==> config.mk <==
export PLATFORM = sky130hd
export DESIGN_NAME = xt_coupling_inv_tx
export DESIGN_NICKNAME = d
export VERILOG_FILES = /design/src/rtl/xt_pkg.sv /design/src/rtl/xt_pair_classifier.sv /design/src/rtl/xt_majority.sv /design/src/rtl/xt_burst_seq.sv /design/src/rtl/xt_coupling_inv_tx.sv
export SDC_FILE = /design/constraint.sdc
export NUM_CORES = 1
export LEC_CHECK = 0
export BUFFER_PORTS_ARGS = -buffer_cell sky130_fd_sc_hd__buf_2
export CAP_MARGIN = 5
export CORE_MARGIN = 8
export CORE_UTILIZATION = 25
export DETAILED_ROUTE_END_ITERATION = 12
export PLACE_DENSITY = 0.4
export SLEW_MARGIN = 30
export SYNTH_ARGS = -nofsm -noshare
export SYNTH_HDL_FRONTEND = slang
export SYNTH_SLANG_ARGS = --single-unit
export TNS_END_PERCENT = 50
==> constraint.sdc <==
create_clock -name clk -period 8.55 [get_ports clk]
set_input_delay 0 -clock clk [delete_from_list [all_inputs] [get_ports clk]]
set_output_delay 0 -clock clk [all_outputs]
set_load 0.05 [all_outputs]
==> src/rtl/xt_pkg.sv <==
package xt_pkg;

    // Coupling code for one adjacent wire pair
    typedef enum logic [1:0] {
        PC_QUIET   = 2'b00,  // no switching, or both in the same direction
        PC_SINGLE  = 2'b01,  // exactly one wire switches
        PC_OPPOSED = 2'b11   // both switch, in opposite directions
    } pair_code_t;

    // Sequencer phase
    typedef enum logic {
        PH_DATA  = 1'b0,
        PH_FLAGS = 1'b1
    } phase_t;

    // Rate the move of two neighbouring wires from (pa,pb) to (na,nb)
    function automatic pair_code_t classify_pair(input logic pa, input logic pb,
                                                 input logic na, input logic nb);
        logic ta;
        logic tb;
        ta = pa ^ na;
        tb = pb ^ nb;
        if (ta ^ tb)
            return PC_SINGLE;
        else if (ta && tb && (pa != pb))
            return PC_OPPOSED;
        else
            return PC_QUIET;
    endfunction

endpackage

==> src/rtl/xt_pair_classifier.sv <==
module xt_pair_classifier #(
    parameter int W = 8,
    localparam int NCODE = 2 * (W - 1)
) (
    input  logic [W-1:0]     prev,
    input  logic [W-1:0]     cand,
    output logic [NCODE-1:0] code_bits
);
    import xt_pkg::*;

    for (genvar p = 0; p < W - 1; p++) begin : g_pair
        pair_code_t code;
        assign code = classify_pair(prev[p], prev[p+1], cand[p], cand[p+1]);
        assign code_bits[2*p +: 2] = code;
    end

endmodule

==> src/rtl/xt_majority.sv <==
module xt_majority #(
    parameter int N  = 15,
    parameter int TH = 8,
    localparam int CW = $clog2(N + 1)
) (
    input  logic [N-1:0] votes,
    output logic         hit
);
    logic [CW-1:0] tally;

    always_comb begin
        tally = '0;
        for (int i = 0; i < N; i++)
            tally = tally + CW'(votes[i]);
    end

    assign hit = (tally >= CW'(TH));

endmodule

==> src/rtl/xt_burst_seq.sv <==
module xt_burst_seq #(
    parameter int BURST = 8,
    localparam int SW = (BURST > 1) ? $clog2(BURST) : 1
) (
    input  logic             clk,
    input  logic             rst,
    input  logic             accept,
    input  logic             inv,
    output logic             flag_phase,
    output logic [BURST-1:0] flags
);
    import xt_pkg::*;

    localparam logic [SW-1:0] LAST = SW'(BURST - 1);

    phase_t           state_q;
    logic [SW-1:0]    slot_q;
    logic [BURST-1:0] flags_q;

    always_ff @(posedge clk) begin
        if (rst) begin
            state_q <= PH_DATA;
            slot_q  <= '0;
            flags_q <= '0;
        end else begin
            case (state_q)
                PH_DATA: begin
                    if (accept) begin
                        flags_q[slot_q] <= inv;
                        if (slot_q == LAST) begin
                            slot_q  <= '0;
                            state_q <= PH_FLAGS;
                        end else begin
                            slot_q <= slot_q + 1'b1;
                        end
                    end
                end
                default: state_q <= PH_DATA;
            endcase
        end
    end

    assign flag_phase = (state_q == PH_FLAGS);
    assign flags      = flags_q;

    // the flag cycle lasts exactly one cycle
    a_r6_one_flag_beat: assert property (@(posedge clk) disable iff (rst)
        state_q == PH_FLAGS |=> state_q == PH_DATA);

    // the edge logic never takes a word during the flag cycle
    a_r7_no_accept_in_flags: assert property (@(posedge clk) disable iff (rst)
        state_q == PH_FLAGS |-> !accept);

endmodule

==> src/rtl/xt_coupling_inv_tx.sv <==
module xt_coupling_inv_tx #(
    parameter int W     = 8,
    parameter int BURST = 8
) (
    input  logic         clk,
    input  logic         rst,
    input  logic         in_valid,
    input  logic [W-1:0] in_data,
    output logic         in_ready,
    output logic [W-1:0] bus_out,
    output logic         frame_flag
);
    localparam int NPAIR  = W - 1;
    localparam int NCODE  = 2 * NPAIR;
    localparam int NVOTE  = NCODE + 1;
    localparam int THRESH = (NVOTE + 1) / 2;

    logic [W-1:0]     bus_q;
    logic             frame_q;
    logic [NCODE-1:0] code_bits;
    logic             vote_hit;
    logic             flag_phase;
    logic [BURST-1:0] flags;
    logic [W-1:0]     flag_word;
    logic             accept;

    xt_pair_classifier #(.W(W)) u_pairs (
        .prev      (bus_q),
        .cand      (in_data),
        .code_bits (code_bits)
    );

    // spare voter input tied low
    xt_majority #(.N(NVOTE), .TH(THRESH)) u_vote (
        .votes ({1'b0, code_bits}),
        .hit   (vote_hit)
    );

    xt_burst_seq #(.BURST(BURST)) u_seq (
        .clk        (clk),
        .rst        (rst),
        .accept     (accept),
        .inv        (vote_hit),
        .flag_phase (flag_phase),
        .flags      (flags)
    );

    assign in_ready = !flag_phase;
    assign accept   = in_valid && in_ready;

    always_comb begin
        flag_word = '0;
        flag_word[BURST-1:0] = flags;
    end

    always_ff @(posedge clk) begin
        if (rst) begin
            bus_q   <= '0;
            frame_q <= 1'b0;
        end else if (flag_phase) begin
            bus_q   <= flag_word;
            frame_q <= 1'b1;
        end else begin
            frame_q <= 1'b0;
            if (accept)
                bus_q <= vote_hit ? ~in_data : in_data;
        end
    end

    assign bus_out    = bus_q;
    assign frame_flag = frame_q;

    // a word that wins the vote goes out flipped
    a_r3_inverted_word: assert property (@(posedge clk) disable iff (rst)
        accept && vote_hit |=> bus_out == ~$past(in_data) && !frame_flag);

    // a word that loses the vote goes out unchanged
    a_r3_plain_word: assert property (@(posedge clk) disable iff (rst)
        accept && !vote_hit |=> bus_out == $past(in_data) && !frame_flag);

    // the flag cycle puts the collected decisions on the wires
    a_r6_flag_beat: assert property (@(posedge clk) disable iff (rst)
        flag_phase |=> frame_flag && bus_out == $past(flag_word));

    // input is open again once the flag cycle is on the bus
    a_r7_ready_after_flags: assert property (@(posedge clk) disable iff (rst)
        frame_flag |-> in_ready);

    // without a transfer the bus holds
    a_r8_idle_hold: assert property (@(posedge clk) disable iff (rst)
        !accept && !flag_phase |=> $stable(bus_out) && !frame_flag);

endmodule

### Word-level counts from Yosys, hierarchy flattened

Index checks and enable logic that the tools add are counted.

| word-level totals | value |
|---|---|
| input bits | 11 |
| memory bits (writable) | 0 |
| flip-flop bits (word level) | 21 |
| ROM bits | 0 |
| latch bits | 0 |
| memories | 0 |
| output and inout bits | 10 |

| cells by class | value |
|---|---|
| divide/modulo/power cells | 0 |
| order comparisons | 3 |
| add/subtract/negate cells | 14 |
| muxes and demuxes | 23 |
| equality and inequality tests | 8 |
| multipliers | 0 |
| reductions and logical operators | 20 |
| bitwise operators | 18 |
| shift operators | 0 |

Operator list:

| kind | number |
|---|---|
| $add 4x1->4 | 12 |
| $mux 2 | 14 |
| $mux 8 | 3 |
| $logic_and 1x1->1 | 16 |
| $xor 1x1->1 | 15 |
| $bwmux 8 | 1 |
| $not 8->8 | 1 |
| $ne 1x1->1 | 7 |
| $ge 4x4->1 const B | 1 |
| $lt 3x4->1 const B | 1 |
| $add 3x1->3 const B | 1 |
| $demux 1 s3 | 1 |
| $eq 3x3->1 const B | 1 |
| $ge 3x1->1 const B | 1 |
| $mux 1 | 3 |
| $mux 3 | 1 |
| $reduce_or 3->1 | 1 |
| $add 1x1->2 | 1 |
| $not 1->1 | 2 |
| $reduce_and 2->1 | 1 |
| $reduce_bool 2->1 | 1 |
| $logic_not 1->1 | 1 |

### Depth between registers and ports, before layout

| depth | value |
|---|---|
| depth in word-level cells | 22 |
| depth in mapped cells | 17 |

### Cells and area by module

A second synthesis with hierarchy kept.

| second synthesis, totals | value |
|---|---|
| cells, all modules | 192 |
| area, all modules | 1814.2 µm² |

By module, submodules not included:

| module | cells an instance | area each (µm²) | sequential area each (µm²) | instances |
|---|---|---|---|---|
| xt_burst_seq | 58 | 589.3 | 240.2 | 1 |
| xt_coupling_inv_tx | 50 | 508.0 | 180.2 | 1 |
| xt_pair_classifier | 48 | 396.6 | 0.0 | 1 |
| xt_majority | 36 | 320.3 | 0.0 | 1 |

### Worst setup path before layout

OpenSTA, ideal clock, no wires.

| timing | value |
|---|---|
| kind | register to register |
| from | register bus_q[5], in the netlist bus_out[5] |
| to | register bus_q[5], in the netlist bus_out[5] |
| cell stages (with the launch flop) | 16 |
| library setup time | 0.120 ns |
| arrival | 4.470 ns |
| required time | 8.430 ns |
| clock period less this slack | 4.589 ns |
| path slack | 3.961 ns |
| path through | dfxtp_1 buf_2 xor2_1 ha_1 nand2b_1 fa_1 fa_1 fa_1 fa_1 inv_1 fa_1 nand3b_4 buf_6 and3_1 o21ai_1 a21oi_1 |

| on the way | value |
|---|---|
| word-level cells in the longest chain between the ends | 15 |

Ends and longest elaborated chain:

| element | line | RTL |
|---|---|---|
| from (decl) | xt_coupling_inv_tx.sv:18 | `logic [W-1:0] bus_q;` |
| from (signal assigned) | xt_coupling_inv_tx.sv:61 | `bus_q <= flag_word;` |
| from (signal assigned) | xt_coupling_inv_tx.sv:66 | `bus_q <= vote_hit ? ~in_data : in_data;` |
| $xor 1x1->1 | xt_pkg.sv:21, xt_pkg.sv:22 |  |
| $logic_and 1x1->1 (2 in a row) | xt_pkg.sv:25 | `else if (ta && tb && (pa != pb))` |
| $mux 2 | xt_pkg.sv:25 |  |
| $mux 2 | xt_pkg.sv:23 | `if (ta ^ tb)` |
| $add 4x1->4 (3 in a row) | xt_majority.sv:14 | `tally = tally + CW'(votes[i]);` |
| $add 4x1->4 * (3 in a row) | xt_majority.sv:14 |  |
| $ge 4x4->1 * | xt_majority.sv:17 | `assign hit = (tally >= CW'(TH));` |
| $mux 8 * | xt_coupling_inv_tx.sv:66 |  |
| $mux 8 * | xt_coupling_inv_tx.sv:65 | `if (accept)` |
| $mux 8 * | xt_coupling_inv_tx.sv:60 | `end else if (flag_phase) begin` |

Every way passes the cells marked *; elsewhere a longest branch is shown, timed or not. The select of a mux whose other input is x is not followed.
A chain may end at the register's enable or synchronous reset.

### Final worst setup path

| timing | value |
|---|---|
| from | register bus_q[5], in the netlist bus_out[5] |
| to | register bus_q[2], in the netlist bus_out[2] |

Same word-level chain as after synthesis.

==> results.py <==
metrics = {
    "sta": {
        "timing.final.crit_period_ps": 4570,
        "fin_crit_sh_pct": 53.4,
        "max_freq_mhz": 219,
        "relSlewSlack_pct": 54.2,
        "skew_ps": 4.71,
        "tightest_slew_ps": 687,
        "fin_ws_ps": 3980,
        "rsz0062_at_grt": "no",
        "hold_viol": 0,
        "tns_ps": 0,
        "setup_viol": 0,
        "drv_slew": 0,
    },
    "clock_tree": {
        "clk_latency_ps": 260,
        "postCtsHoldBufs": 0,
        "cts_resized": 0,
        "cts_tree": "built",
        "clk_pin_slew_worst_paths_ps": 90,
        "cts_setup_buffers": 0,
        "htreeDepth": 1,
        "cts_max_path_buffers": 2,
        "numCtsBuffers": 3,
        "cts_root_buf": "clkbuf_8",
        "clock_sinks": 21,
    },
    "setup_path": {
        "critical_path_arrival_ps": 4710,
        "cp.required_ps": 8690,
        "cp_max_fo": 17,
        "crit_path_start_kind": "flop",
        "path_class": "flop to flop",
        "endpoint_kind": "flop",
    },
    "yosys": {
        "synthFlopType": "dfxtp_1",
        "syn_inst": 205,
        "syn_area_per_cell_um2": 8.75,
        "yosysWarnings": 0,
        "seq_area_frac_synth_pct": 23.4,
        "ys_types": 36,
        "synth_fp_nets": 235,
        "synth_top_cell_area_share_pct": 23.4,
        "syn_area_um2": 1790,
        "yosys.area.top_type": "dfxtp_1",
        "ys_ff_latch": 21,
        "synth.area.top_cells": "dfxtp_1 (23%), xor2_1 (11%), ha_1 (8.4%), fa_1 (7.8%), a21oi_1 (7.5%)",
        "synth_edf_count": 0,
        "ys_async_sr_fraction_pct": 0,
    },
    "global_routing": {
        "grt_pass1_wl_mm": 7.09,
        "grt_overflow": 0,
        "grt_max_degree": 30,
        "grt_usage_pct": 8.73,
        "grt_pass1_vias": 1388,
        "antenna_found_initial": 0,
    },
    "cells_and_area": {
        "finalNetCount": 246,
        "stdcell_count": 314,
        "fin_area_um2": 1960,
        "fillerInstances": 790,
        "area_delta_synth_final_pct": 9.41,
        "drive_gt1_share_pct": 16.3,
        "antenna_cells": 0,
    },
    "placed_design": {
        "place_area_um2": 1910,
        "dp_hpwl_mm": 3.21,
        "gp_congestion": 0.718,
        "numPortBuffers": 20,
        "place_inst": 310,
        "dp_slack_ps": 3970,
    },
    "pwr": {
        "p_leak_nw": 0.834,
        "powerDensity_nw_per_um2": 408,
        "ir_worst_vdd_uv": 159,
        "total_power_mw": 0.801,
    },
    "detailed_routing": {
        "drt_wl_total_mm": 4.22,
        "dr.pass1.iters": 4,
        "via_count": 1415,
        "antenna_left": 0,
        "drc": 0,
        "vias_per_cell": 4.51,
        "drt-initial-drc-count": 47,
        "routedWlPerCell_um": 13.4,
    },
    "floorplan": {
        "core_um2": 7100,
        "io_pins": 21,
        "die_w_um": 101,
        "num_rows": 31,
        "dieHeight_um": 101,
        "die-area_um2": 10100,
        "initial_core_util_pct": 25.3,
    },
    "job": {
        "cap_violations": 0,
    },
    "min_path": {
        "hold_class": "input pin to flop",
    },
    "status": {
        "status": "completed",
    },
}
cell usage in the layout (no fill, tap or decap), types with 2 or more instances in the layout:
cell type | synthesis | routed
inv_1 | 9 | 9
fa_1 | 7 | 7
a311oi_1 | 2 | 2
dfxtp_1 | 21 | 21
nand3b_1 | 8 | 8
and3_1 | 2 | 2
o21ai_0 | 6 | 6
nor2_1 | 10 | 10
nand2b_1 | 5 | 5
nor3_1 | 3 | 3
nor4b_1 | 2 | 2
ha_1 | 12 | 12
a31oi_1 | 2 | 2
o21ai_1 | 2 | 2
clkbuf_8 | 0 | 3
nand2_1 | 12 | 12
nand3_1 | 4 | 4
and3_2 | 6 | 6
a21oi_1 | 27 | 27
o31ai_1 | 8 | 8
nor3b_1 | 10 | 10
xor2_1 | 22 | 22
nor2b_1 | 3 | 3
buf_2 | 4 | 20
synthesized netlist by cell type (5+ instances only):
| master | number |
|---|---|
| nor2_1 | 10 |
| inv_1 | 9 |
| o31ai_1 | 8 |
| dfxtp_1 | 21 |
| a21oi_1 | 27 |
| nand2_1 | 12 |
| o21ai_0 | 6 |
| ha_1 | 12 |
| and3_2 | 6 |
| fa_1 | 7 |
| nand3b_1 | 8 |
| xor2_1 | 22 |
| nor3b_1 | 10 |
| buf_6 | 5 |
| nand2b_1 | 5 |
path summary, 6_finish.rpt:
path,startpoint,endpoint,slack [ps],cells after the start
min,rst,frame_flag,170,2
max,bus_out[5],bus_out[2],3980,13
min reg2reg,u_seq.flags[5],u_seq.flags[5],500,2
max reg2reg,bus_out[5],bus_out[2],3980,13
worst max-delay path, stage by stage (launching register included):
cell and delay [ps]:
dfxtp_1 550, xor2_1 190, ha_1 260, nand2b_1 170, fa_1 570, fa_1 440, fa_1 500, fa_1 520
inv_1 50, fa_1 390, nand3b_4 270, and3_2 230, o21ai_0 210, a21oi_1 90
final cells by class:
type	count	area (um^2)	share of cell area, %
Tap cell	99	124	6.31
Timing Repair Buffer	20	100	5.10
Multi-Input combinational cell	161	1240	63.0
Inverter	9	33.8	1.72
Sequential cell	21	420	21.4
Clock buffer	3	41.3	2.10
Clock inverter	1	7.51	0.382
routing by layer:
metal	global-route usage [%]	vias up	share of wire [%]
met4	1.05	0	0.36
met1	10.8	664	48
li1	-	732	-
met2	15.4	17	50
met5	0	-	0
met3	1.80	2	2.5
flip-flops by register name, summed over array words and instances, names as in the netlist:
| signal | cells |
|---|---|
| bus_out | 8 |
| u_seq.slot_q | 3 |
| u_seq.flags | 8 |
| frame_flag | 1 |
| u_seq.flag_phase | 1 |
stage by stage:
step	hold WS, ps	utilization [%]
floorplan	321	-
global placement	443	27.0
detailed placement	450	27.0
CTS	165	27.7
global route	193	27.7
finish	167	27.7
cell families (layout without fill, tap and decap cells):
logic type | after synthesis | count (layout) | share of synthesized area [%]
xor gates and xnor gates | 24 | 24 | 12.8
adders and majority gates | 19 | 19 | 16.2
AOI/OAI and AO/OA | 48 | 48 | 15.7
DFF | 21 | 21 | 23.4
buffers and inverters | 23 | 33 | 7.67
and+or+nand+nor | 70 | 70 | 24.3
power breakdown:
part / internal, mW / switching [mW]
clock: 0.0330 / 0.0364
sequential: 0.112 / 0.0237
combinational: 0.250 / 0.346
(Power assumes the default switching activity.)
